### config.mk
export PLATFORM = sky130hd
export DESIGN_NAME = phy_alias_regs
export DESIGN_NICKNAME = d
export VERILOG_FILES = /design/src/rtl/phy_cfg_pkg.sv /design/src/rtl/cfg_alias_reg.sv /design/src/rtl/phy_side_fx.sv /design/src/rtl/phy_alias_regs.sv
export SDC_FILE = /design/constraint.sdc
export NUM_CORES = 1
export LEC_CHECK = 0
export ABC_CLOCK_PERIOD_IN_PS = 1400
export BUFFER_PORTS_ARGS = -buffer_cell sky130_fd_sc_hd__buf_2
export CAP_MARGIN = 20
export CORE_MARGIN = 1.5
export CORE_UTILIZATION = 45
export CTS_CLUSTER_DIAMETER = 100
export DETAILED_ROUTE_END_ITERATION = 10
export PLACE_DENSITY = 0.86
export SLEW_MARGIN = 25
export SYNTH_ARGS = -nofsm -noshare
export SYNTH_HDL_FRONTEND = slang
export SYNTH_HIERARCHICAL = 1
export SYNTH_SLANG_ARGS = --single-unit
### constraint.sdc
create_clock -name clk -period 1.4 [get_ports clk]
set_clock_uncertainty 0.15 [all_clocks]
set_input_delay 0.28 -clock clk [delete_from_list [all_inputs] [get_ports clk]]
set_output_delay 0.28 -clock clk [all_outputs]
set_load 0.02 [all_outputs]
### src/rtl/phy_cfg_pkg.sv
package phy_cfg_pkg;
  localparam int CFG_DW = 8;
  localparam int NREG   = 2;
  localparam int LINK_IDX = 0;
  localparam int OTG_IDX  = 1;

  // link register bit positions
  localparam int L_PROT_OFF  = 7;
  localparam int L_PASSTHRU  = 6;
  localparam int L_INVERT    = 5;
  localparam int L_CLK_KEEP  = 3;
  localparam int L_SERIAL3   = 1;

  localparam logic [CFG_DW-1:0] LINK_RST  = 8'h00;
  localparam logic [CFG_DW-1:0] LINK_MASK = 8'hEA;
  localparam logic [CFG_DW-1:0] OTG_RST   = 8'h06;
  localparam logic [CFG_DW-1:0] OTG_MASK  = 8'hFF;

  function automatic logic [CFG_DW-1:0] reg_rst(int idx);
    return (idx == LINK_IDX) ? LINK_RST : OTG_RST;
  endfunction

  function automatic logic [CFG_DW-1:0] reg_mask(int idx);
    return (idx == LINK_IDX) ? LINK_MASK : OTG_MASK;
  endfunction
endpackage

### src/rtl/cfg_alias_reg.sv
module cfg_alias_reg #(
  parameter int DW = 8,
  parameter int AW = 6,
  parameter logic [AW-1:0] BASE = '0,
  parameter logic [DW-1:0] RST_VAL = '0,
  parameter logic [DW-1:0] WMASK = '1
) (
  input  logic          clk,
  input  logic          rst,
  input  logic [AW-1:0] addr,
  input  logic [DW-1:0] wdata,
  input  logic          we,
  input  logic [DW-1:0] hw_clr,
  output logic [DW-1:0] q,
  output logic          hit
);
  localparam logic [AW-1:0] SET_A = BASE + AW'(1);
  localparam logic [AW-1:0] CLR_A = BASE + AW'(2);

  logic [DW-1:0] nxt;

  always_comb begin
    hit = (addr == BASE) || (addr == SET_A) || (addr == CLR_A);
    nxt = q;
    if (we) begin
      if (addr == BASE)       nxt = wdata;
      else if (addr == SET_A) nxt = q | wdata;
      else if (addr == CLR_A) nxt = q & ~wdata;
    end
    nxt = nxt & WMASK & ~hw_clr;
  end

  always_ff @(posedge clk) begin
    if (rst) q <= RST_VAL;
    else     q <= nxt;
  end
endmodule

### src/rtl/phy_side_fx.sv
module phy_side_fx (
  input  logic clk,
  input  logic rst,
  input  logic serial_on,
  input  logic clk_keep,
  input  logic suspend_n,
  input  logic fault_in,
  input  logic invert,
  output logic clk_pwr,
  output logic fault_ind
);
  always_ff @(posedge clk) begin
    if (rst) begin
      clk_pwr   <= 1'b0;
      fault_ind <= 1'b0;
    end else begin
      clk_pwr   <= serial_on & suspend_n & clk_keep;
      fault_ind <= fault_in ^ invert;
    end
  end
endmodule

### src/rtl/phy_alias_regs.sv
module phy_alias_regs
  import phy_cfg_pkg::*;
#(
  parameter int AW        = 6,
  parameter int LINK_BASE = 7,
  parameter int OTG_BASE  = 10
) (
  input  logic          clk,
  input  logic          rst,
  input  logic [AW-1:0] reg_addr,
  input  logic [7:0]    reg_wdata,
  input  logic          reg_we,
  output logic [7:0]    reg_rdata,
  input  logic          suspend_n,
  input  logic          serial_exit,
  input  logic          fault_in,
  output logic          iface_prot_off,
  output logic          ind_passthru,
  output logic          fault_invert,
  output logic          serial3_en,
  output logic          clk_pwr,
  output logic          fault_ind,
  output logic          ext_vbus_sel,
  output logic          ext_vbus_drv,
  output logic          vbus_drv,
  output logic          vbus_chrg,
  output logic          vbus_dischrg,
  output logic          dm_pulldown,
  output logic          dp_pulldown,
  output logic          id_pullup
);
  logic [CFG_DW-1:0] cfg_q  [NREG];
  logic [CFG_DW-1:0] hw_clr [NREG];
  logic [NREG-1:0]   hit;
  logic [CFG_DW-1:0] rd_nxt;
  logic [CFG_DW-1:0] link_q;
  logic [CFG_DW-1:0] otg_q;

  always_comb begin
    hw_clr[LINK_IDX] = '0;
    hw_clr[LINK_IDX][L_SERIAL3] = serial_exit;
    hw_clr[OTG_IDX] = '0;
  end

  for (genvar g = 0; g < NREG; g++) begin : g_reg
    localparam int BASE_I = (g == LINK_IDX) ? LINK_BASE : OTG_BASE;
    cfg_alias_reg #(
      .DW(CFG_DW), .AW(AW),
      .BASE(AW'(BASE_I)),
      .RST_VAL(reg_rst(g)),
      .WMASK(reg_mask(g))
    ) u_reg (
      .clk(clk), .rst(rst), .addr(reg_addr), .wdata(reg_wdata),
      .we(reg_we), .hw_clr(hw_clr[g]), .q(cfg_q[g]), .hit(hit[g])
    );
  end

  always_comb begin
    rd_nxt = '0;
    for (int i = 0; i < NREG; i++)
      if (hit[i]) rd_nxt = rd_nxt | cfg_q[i];
  end

  always_ff @(posedge clk) begin
    if (rst) reg_rdata <= '0;
    else     reg_rdata <= rd_nxt;
  end

  assign link_q = cfg_q[LINK_IDX];
  assign otg_q  = cfg_q[OTG_IDX];

  assign iface_prot_off = link_q[L_PROT_OFF];
  assign ind_passthru   = link_q[L_PASSTHRU];
  assign fault_invert   = link_q[L_INVERT];
  assign serial3_en     = link_q[L_SERIAL3];
  assign {ext_vbus_sel, ext_vbus_drv, vbus_drv, vbus_chrg,
          vbus_dischrg, dm_pulldown, dp_pulldown, id_pullup} = otg_q;

  phy_side_fx u_fx (
    .clk(clk), .rst(rst),
    .serial_on(link_q[L_SERIAL3]), .clk_keep(link_q[L_CLK_KEEP]),
    .suspend_n(suspend_n), .fault_in(fault_in), .invert(link_q[L_INVERT]),
    .clk_pwr(clk_pwr), .fault_ind(fault_ind)
  );
endmodule

==> results of run 1 <==
-- timing repair --
action                     4_1_cts  5_1_grt
setup endpoints to repair        0        2
hold buffers                     0        0
resized for setup                0        2
-- power by group --
group	internal [uW]	leakage, uW	switching [uW]
Sequential	662	0.000187	5.03
Clock	111	0.0000150	188
Combinational	94.9	0.000633	115
Total	868	0.000836	308
-- per-stage QoR --
step | std cells | util (%) | power (uW)
after floorplan | 158 | - | 785
after global placement | 239 | 62.7 | 884
after detailed placement | 239 | 62.7 | 889
after CTS | 243 | 63.6 | 1190
after global routing | 243 | 63.7 | 1240
final | 243 | 63.7 | 1180
-- final timing paths --
kind	from	to	slack, ns
min	fault_in	u_fx/fault_ind$_SDFF_PP0_	0.07
min reg2reg	g_reg[0].u_reg/q[1]$_SDFF_PP0_	g_reg[0].u_reg/q[1]$_SDFF_PP0_	0.34
max reg2reg	g_reg[1].u_reg/q[2]$_SDFF_PP1_	g_reg[1].u_reg/q[2]$_SDFF_PP1_	0.34
max	g_reg[1].u_reg/q[6]$_SDFF_PP0_	ext_vbus_drv	0.07
-- synthesized netlist by cell type (4+ instances only) --
cell	instances	area, um2
nor2_1	21	78.8
clkbuf_1	4	15.0
or4bb_1	6	67.6
a41o_2	5	56.3
o31ai_1	5	37.5
o2111ai_1	5	43.8
a22oi_2	8	100
nor3_1	7	35.0
and3_1	5	31.3
nand4_1	8	50.1
nand2_1	8	30.0
dfxtp_1	23	460
-- sequential cells by signal, indices dropped and copies added (netlist names) --
| name | count |
|---|---|
| g.u_reg/q | 13 |
| reg_rdata | 8 |
| u_fx/clk_pwr | 1 |
| u_fx/fault_ind | 1 |
-- worst register-to-register path: stages (launching register included) --
cell	delay, ns
dfxtp_1	0.35
nor2b_1	0.13
a311o_1	0.33
-- metal layers --
| metal | wire, um | up-vias | global-route usage, % | part of all wire (%) |
|---|---|---|---|---|
| met5 | 0 | - | 0 | 0 |
| met4 | 40 | 0 | 11.2 | 1.3 |
| met3 | 168 | 6 | 2.30 | 5.4 |
| met2 | 1540 | 44 | 34.6 | 50 |
| met1 | 1350 | 579 | 26.1 | 44 |
| li1 | - | 655 | - | - |
-- cells by family after synthesis --
kind of cell / count (synthesis) / synth area share (%)
and+or+nand+nor: 71 / 35.7
AOI/OAI and AO/OA: 27 / 21.0
DFF: 23 / 35.5
buffers and inverters: 13 / 6.47
other: 2 / 0.579
xor gates and xnor gates: 1 / 0.676
-- cells in the final DEF (no fill, tap or decap), types with 5 or more instances in the layout --
cell type,count
buf_2,41
conb_1,23
nor2_1,21
buf_4,21
dfxtp_1,21
a22oi_2,8
nand2_1,8
nand4_1,8
nor3_1,7
or4bb_1,6
and3_1,5
o2111ai_1,5
o31ai_1,5
a41o_2,5
-- cell type report --
| cell class | instances | area share (%) |
|---|---|---|
| Sequential cell | 23 | 26.6 |
| Timing Repair Buffer | 63 | 22.0 |
| Tap cell | 31 | 2.23 |
| Multi-Input combinational cell | 122 | 47.7 |
| Clock buffer | 4 | 1.51 |
==> metrics.md, run 1 <==
| Metric | Value |
|---|---|
| Antenna fix cells | 0 |
| DRT antenna net count | 0 |
| Number of global-route vias before repair | 1179 |
| Worst hold path cell count | 3 |
| CP startpoint kind | register |
| Clk buf depth | 2 |
| Synthesis-to-layout area growth | 34.4% |
| # port buffers | 41 |
| CP Depth | 1 |
| Final setup fails | 0 |
| Tcrit/Tclk final | a little over nine tenths |
| Static Leak | ~0.00084 uW |
| Die Span Y | ~57 um |
| Top FF cell, synth | dfxtp_1 |
| Hold/Removal Path Class | in -> reg |
| Reg2reg path depth | 2 |
| CTS Buf Count | 3 |
| Die outline area | about 3200 um2 |
| Final-layout fill cell count | approximately 250 |
| Peak supply drop | approximately 0.56 mV |
| Dpl cell area | 1710 um2 |
| Initial antenna violation count | 0 |
| Clock transition at path regs | approximately 0.12 ns |
| Number of enable flip-flop cells after synthesis | 0 |
| FF+latch count, synth | 23 |
| CP bufs+invs | 1 |
| CTS Sinks | 23 |
| TritonCTS clock tree | done |
| Status | completed |
| Crit path DAT | about 0.90 ns |
| Mapped Cells | about 140 |
| 1st-iter DRT viols | 21 |
| Required @ worst endpoint | approximately 0.97 ns |
| Share of post-route cells with drive strength above 1 | 40.6% |
| WL final | around 3.1 mm |
| Synth unique cells | 33 |
| Detailed Place HPWL | around 2.4 mm |
| FF+latch area | about 460 um2 |
| Max cap viols | 0 |
| WL/cell | ~13 um |
| RSZ-0062 raised after global routing | false |
| Delay-heaviest family, CP | flip-flops |
| DRT Pass-1 Iters | 4 |
| Setup Fix Bufs, Post-CTS | 0 |
| Largest net degree at the start of global routing | 13 |
| Synth async-reset ratio | 0% |
| Global-route wire length before repair | around 5.2 mm |
| Final hold slack | 0.0659 ns |
| Final hold vios | 0 |
| # nets final | 233 |
| Placer Congestion | roughly 0.8 |
| IO Pins | 42 |
| Sequential share of the synthesized area | a little over a third |
| Routed via count | about 1300 |
| Max frequency | 753 MHz |
| Gr usage total | between 20% and 30% |
| Final global-route overflow total | 0 |
| Root Buffer | clkbuf_4 |
| Area of the multi-input gates | a little over 800 um2 |
| Setup TNS | 0 ns |
| Minimum clock period | around 1.3 ns |
| Syn_area_per_cell | roughly 9.5 um2 |
| YS warnings | 6 |
| Worst path slowest cell | dfxtp_1 |
| Final instance area | ~1700 um2 |
| Cell Chain, Critical Path | buf_2 |
| Slew Viols, Final | 0 |
| H-tree Lvls | 1 |
| Worst slack, placed | -0.209 ns |
| Slowest stage delay, CP | 0.40 ns |
| Critical Path End Type | output port |
| Residual DRC | 0 |
| Crit Path Category | reg -> out |
| Final setup margin | 0.0726 ns |
| Pwr per Cell Area | between 600 and 700 nW/um2 |
| Starting Density | approximately 47% |
| Via/cell ratio | 5.28 |
| Skew-Pair Late Insertion Delay | 0.31 ns |
| Cell row count | 19 |
| Die width | roughly 57 um |
| Synthesized area | ~1300 um2 |
| Core area | 2730 um2 |
| Worst Path Max Fanout | 3 |
Power figures use the tool's default switching activity.
==> run 2: changes to the inputs <==
==> constraint.sdc (replaced) <==
create_clock -name clk -period 1.4 [get_ports clk]
set_clock_uncertainty 0.15 [all_clocks]
set_input_delay 0.07 -clock clk [delete_from_list [all_inputs] [get_ports clk]]
set_output_delay 0.07 -clock clk [all_outputs]
set_load 0.02 [all_outputs]
==> run 2 against run 1 <==
Compared with the run above:
- sequential share of layout area is 0.70 points lower
- clock power rose by 3%
- largest cell class unchanged
- largest power group unchanged
- highest routed layer unchanged
- sequential cell count unchanged
- first-iteration DRC count is 71% higher
- cell area increased by 2.2%
- critical path depth grew 4
==> metrics.md, run 2 (synthesis results as in run 1) <==
| Metric | Value |
|---|---|
| # port buffers | 41 |
| RSZ-0062 raised after global routing | false |
| Final instance area | between 1500 and 2000 um2 |
| Status | completed |
| DRT antenna net count | 0 |
| Hold/Removal Path Class | in -> reg |
| Worst Path Max Fanout | 4 |
| Share of post-route cells with drive strength above 1 | 34.9% |
| Die width | 56.7 um |
| Dpl cell area | 1630 um2 |
| Reg2reg path depth | 2 |
| WL/cell | ~13 um |
| Max reg flops | 13 |
| Number of global-route vias before repair | ~1200 |
| Final global-route overflow total | 0 |
| Crit Reg-Reg Startpoint | g_reg[1].u_reg/q[1]$_SDFF_PP1_ |
| Critical Path End Type | register |
| Gr usage total | approximately a fifth |
| Slowest stage delay, CP | about 0.53 ns |
| Tcrit/Tclk final | 98.3% |
| DRT Pass-1 Iters | 4 |
| Via/cell ratio | between 5 and 6 |
| Required @ worst endpoint | around 1.5 ns |
| Static Leak | approximately 0.00084 uW |
| Final hold vios | 0 |
| Routed via count | between 1000 and 1500 |
| FF+latch area | 460 um2 |
| Die Span Y | around 57 um |
| Residual DRC | 0 |
| Largest regs | g.u_reg/q x13, reg_rdata x8 |
| 1st-iter DRT viols | 36 |
| Synthesis-to-layout area growth | 37.3% |
| Final hold slack | approximately 0.023 ns |
| CTS Sinks | 23 |
| Slew Viols, Final | 0 |
| Core area | 2730 um2 |
| CTS Buf Count | 3 |
| Die outline area | about 3200 um2 |
| IO Pins | between 40 and 50 |
| Antenna fix cells | 0 |
| CP startpoint kind | primary input |
| Crit path DAT | roughly 1.5 ns |
| Placer Congestion | slightly above 0.8 |
| Max frequency | between 700 and 800 MHz |
| Hold Path End | g_reg[1].u_reg/q[1]$_SDFF_PP1_ |
| Worst hold path cell count | 2 |
| Final-layout fill cell count | 223 |
| Most common cell after layout, fill and taps aside | buf_2 |
| Reg-to-reg slack, setup | ~0.32 ns |
| Cell Chain, Critical Path | dlygate4sd3_1 -> buf_2 -> or4bb_1 -> nor3_1 -> a41o_2 |
| HP Start | rst |
| Starting Density | a little under half |
| Detailed Place HPWL | between 2 and 2.5 mm |
| Area of the multi-input gates | around 830 um2 |
| Skew-Pair Late Insertion Delay | 0.32 ns |
| Largest register by flop count | g.u_reg/q |
| TritonCTS clock tree | done |
| Final core utilization | between 60% and 70% |
| Largest net degree at the start of global routing | 16 |
| Pwr per Cell Area | 669 nW/um2 |
| H-tree Lvls | 1 |
| Peak supply drop | between 0.5 and 0.6 mV |
| Global-route wire length before repair | 5.37 mm |
| RR Endpoint | g_reg[1].u_reg/q[1]$_SDFF_PP1_ |
| Minimum clock period | between 1 and 1.5 ns |
| Initial antenna violation count | 0 |
| Worst path slowest cell | dlygate4sd3_1 |
| Crit Path Category | in -> reg |
| Setup Fix Bufs, Post-CTS | 0 |
| Leading cell types in the layout, fill and taps excluded | 41 x buf_2, 23 x conb_1, 23 x dfxtp_1 |
| WL final | roughly 3.1 mm |
| Max cap viols | 0 |
| # nets final | about 240 |
| Final setup fails | 0 |
| Cell row count | 19 |
| Root Buffer | clkbuf_4 |
| Clk buf depth | 2 |
| Clock transition at path regs | around 0.12 ns |
-- run 2: changes by cell type in the layout (fill, tap and decap cells not counted), moves of 2 or more --
| cell | delta |
|---|---|
| dfxtp_2 | -2 |
| dfxtp_1 | +2 |
| dlygate4sd3_1 | +12 |
| buf_4 | -8 |
-- run 2: layer usage --
metal	vias up	track usage [%]	wire (um)
met5	-	0	0
met4	0	12.6	55
met3	4	1.84	161
met2	46	32.6	1560
met1	592	29.1	1350
li1	663	-	-
-- run 2: how the worst max path moves through the flow --
stage                                           endpoint  slack (ns)         start  cells after the start
after floorplan                  reg_rdata[0]$_SDFF_PP0_        0.09   reg_addr[5]                      6
after CTS                 g_reg[1].u_reg/q[6]$_SDFF_PP0_        0.07  reg_wdata[6]                      5
final                     g_reg[1].u_reg/q[3]$_SDFF_PP0_        0.02  reg_wdata[3]                      5
after global routing      g_reg[1].u_reg/q[6]$_SDFF_PP0_      0.0009  reg_wdata[6]                      5
after global placement    g_reg[1].u_reg/q[1]$_SDFF_PP1_       0.005   reg_addr[5]                      5
after detailed placement  g_reg[1].u_reg/q[1]$_SDFF_PP1_       -0.05   reg_addr[5]                      5
-- run 2: worst max-delay path, delay by kind of cell --
family | cells | cell delay (ns)
AND/OR/NAND/NOR | 2 | 0.64
AO/OA/AOI/OAI | 1 | 0.13
buffers and inverters | 2 | 0.66
-- run 2: final cells by class --
cell class	count	share of cell area (%)
Multi-Input combinational cell	122	46.7
Sequential cell	23	25.9
Timing Repair Buffer	66	23.8
Tap cell	31	2.18
Clock buffer	4	1.48
-- run 2: power breakdown --
part	internal (uW)	total, uW	switching, uW
logic	98.3	213	114
clock network	112	310	199
registers	662	668	5.17
-- run 2: per-stage QoR --
stage	cells	TNS, ns	power [uW]	worst slack [ns]
after floorplan	158	0	784	0.0852
after global placement	230	0	861	0.00488
after detailed placement	230	-0.156	866	-0.0506
after CTS	246	0	1200	0.0694
after global routing	246	0	1250	0.000905
final	246	0	1190	0.0236
-- run 2: repair_timing --
action / 4_1_cts / 5_1_grt
resized for setup: 0 / 0
hold buffers: 12 / 0
hold endpoints to repair: 13 / 0
==> run 3: changes to the inputs <==
--- a/config.mk
+++ b/config.mk
@@ -5,6 +5,7 @@
 export SDC_FILE = /design/constraint.sdc
 export NUM_CORES = 1
 export LEC_CHECK = 0
+export ABC_AREA = 1
 export ABC_CLOCK_PERIOD_IN_PS = 1400
 export BUFFER_PORTS_ARGS = -buffer_cell sky130_fd_sc_hd__buf_2
 export CAP_MARGIN = 20
==> run 3 against run 2 <==
Compared with the run above:
- maximum frequency up 4.8%
- total power up 0.60%
- critical path depth fell by 2
- first-iteration DRC count up 69%
- cell area is 0.91% lower
- highest routed layer unchanged
==> metrics.md, run 3 <==
| Metric | Value |
|---|---|
| Worst Path Max Fanout | 4 |
| WL/cell | roughly 11 um |
| Synth top area share | approximately 36% |
| Number of global-route vias before repair | approximately 1300 |
| Placer Congestion | between 0.8 and 0.9 |
| Tcrit/Tclk final | between 90% and 100% |
| Skew-Pair Late Insertion Delay | roughly 0.31 ns |
| Core area | about 2700 um2 |
| Residual DRC | 0 |
| Starting Density | 47.0% |
| Die Span Y | 56.5 um |
| Die outline area | between 3000 and 4000 um2 |
| Power share of the sequential group | between 50% and 60% |
| YS warnings | 6 |
| WL final | between 3 and 4 mm |
| Synth Area in Simple Gates | 43.2% |
| CTS Sinks | 23 |
| Pwr per Cell Area | approximately 680 nW/um2 |
| Antenna fix cells | 0 |
| Gr usage total | between 20 and 25% |
| 1st-iter DRT viols | 61 |
| Largest family of logic cells by synthesized area | simple AND/OR/NAND/NOR gates |
| # nets final | 283 |
| Sw frac | 27.4% |
| Slew Viols, Final | 0 |
| Root Buffer | clkbuf_4 |
| Comb power frac | 18.6% |
| Total power | about 1200 uW |
| Area leader, netlist | dfxtp_1 |
| Final hold slack | approximately 0.005 ns |
| Final global-route overflow total | 0 |
| DRT Pass-1 Iters | 4 |
| TritonCTS clock tree | done |
| Critical Path End Type | register |
| Max frequency | approximately 760 MHz |
| Crit path DAT | about 1.4 ns |
| RSZ-0062 raised after global routing | false |
| Final instance area | around 1800 um2 |
| Largest register by flop count | g.u_reg/q |
| Clock transition at path regs | around 0.12 ns |
| DRT antenna net count | 0 |
| CTS Buf Count | 3 |
| FF+latch count, synth | 23 |
| Top FF cell, synth | dfxtp_1 |
| Synth unique cells | 21 |
| H-tree Lvls | 1 |
| Final setup fails | 0 |
| Post-synthesis mux area share | 0% |
| Syn_area_per_cell | roughly 6.8 um2 |
| Via/cell ratio | roughly 4.9 |
| Leading cell types in the layout, fill and taps excluded | 57 x nand2_1, 41 x buf_2, 23 x inv_1, 23 x dfxtp_1, 21 x nand3_1 |
| Top cells by count, synth | 57 x nand2_1, 23 x dfxtp_1, 23 x inv_1 |
| Post-Synth Adder-Cell Area | 0% |
| Initial antenna violation count | 0 |
| Status | completed |
| Non-filler cells, final | 293 |
| Top cells by area, synth | dfxtp_1 36%, nand2_1 17%, nand3_1 8.2% |
| Clk buf depth | 2 |
| Number of enable flip-flop cells after synthesis | 0 |
| Max reg flops | 13 |
| Routed via count | about 1400 |
| Synthesis-to-layout area growth | 37.1% |
| Required @ worst endpoint | 1.52 ns |
| Largest net degree at the start of global routing | 20 |
| Sequential share of the synthesized area | 35.8% |
| Psw | 328 uW |
| P_int | 870 uW |
| Setup Fix Bufs, Post-CTS | 0 |
| CP startpoint kind | register |
| Synth async-reset ratio | 0% |
| Most common cell in the synthesized netlist | nand2_1 |
| Final hold vios | 0 |
| Final-layout fill cell count | between 200 and 250 |
| Share of post-route cells with drive strength above 1 | about 30% |
| Global-route wire length before repair | about 5.5 mm |
| Dpl cell area | 1570 um2 |
| Post-CTS Resized | 0 |
| # port buffers | slightly above 40 |
| Clock Power Share | 25.7% |
| Compound-gate portion of the synthesized area | 9.53% |
| Mapped Cells | approximately 190 |
| Minimum clock period | ~1.3 ns |
| Cell row count | 19 |
| Xor/xnor share of the synthesized area | 0% |
| Hold/Removal Path Class | in -> reg |
| IO Pins | 42 |
| Die width | ~56 um |
| Setup TNS | 0 ns |
| Detailed Place HPWL | roughly 2.1 mm |
| Largest regs | g.u_reg/q x13, reg_rdata x8 |
| Static Leak | 0.000865 uW |
| Max cap viols | 0 |
| Crit Path Category | reg -> reg |
| Placed insts | roughly 270 |
| Post-CTS Hold Fix Bufs | 17 |
| Synthesized area | approximately 1300 um2 |
| Most common cell after layout, fill and taps aside | nand2_1 |
| Peak supply drop | a little over 0.5 mV |
-- run 3: logic make-up (layout without fill, tap and decap cells) --
kind of cell / count (synthesis) / count (layout)
and+or+nand+nor: 113 / 113
other: 2 / 15
AOI/OAI and AO/OA: 20 / 20
buffers and inverters: 31 / 91
DFF: 23 / 23
-- run 3: through the flow --
step	utilization [%]	setup slack, ns
final	64.5	0.0863
after global routing	64.5	0.0296
after CTS	64.5	0.0955
after detailed placement	57.3	0.105
after global placement	57.3	0.172
after floorplan	-	0.271
-- run 3: final timing paths --
kind                             startpoint                             end  slack (ns)  cells after the start
max          g_reg[0].u_reg/q[1]$_SDFF_PP0_         u_fx/clk_pwr$_SDFF_PP0_        0.09                      3
max reg2reg  g_reg[0].u_reg/q[1]$_SDFF_PP0_         u_fx/clk_pwr$_SDFF_PP0_        0.09                      3
min                            reg_wdata[2]  g_reg[1].u_reg/q[2]$_SDFF_PP1_       0.005                      7
min reg2reg  g_reg[0].u_reg/q[7]$_SDFF_PP0_         reg_rdata[7]$_SDFF_PP0_        0.34                      2
-- run 3: cell type report --
class,count,area [um2],area share [%]
clock buffers,4,26.3,1.49
repair buffers,63,413,23.4
well taps,31,38.8,2.20
flip-flops and latches,23,460,26.1
inverters,24,90.1,5.11
multi-input cells,148,734,41.7
-- run 3: power groups by stage --
stage / combinational (uW) / sequential, uW / clock [uW]
after CTS: 219 / 667 / 314
after detailed placement: 182 / 682 / 0
final: 222 / 667 / 308
after floorplan: 103 / 691 / 0
after global routing: 247 / 668 / 342
after global placement: 179 / 682 / 0
-- run 3: metal layers --
metal / wire length (um) / vias up / part of all wire [%] / GRT usage (%)
met4: 74 / 0 / 2.2 / 12.9
met3: 219 / 10 / 6.5 / 5.07
met5: 0 / - / 0 / 0
met1: 1450 / 637 / 43 / 25.2
li1: - / 728 / - / -
met2: 1630 / 61 / 48 / 36.2
-- run 3: critical path: stages, from the launching register on --
cell and delay [ns]:
dfxtp_1 0.40, nand3_1 0.09, nor2_1 0.08, dlygate4sd3_1 0.55
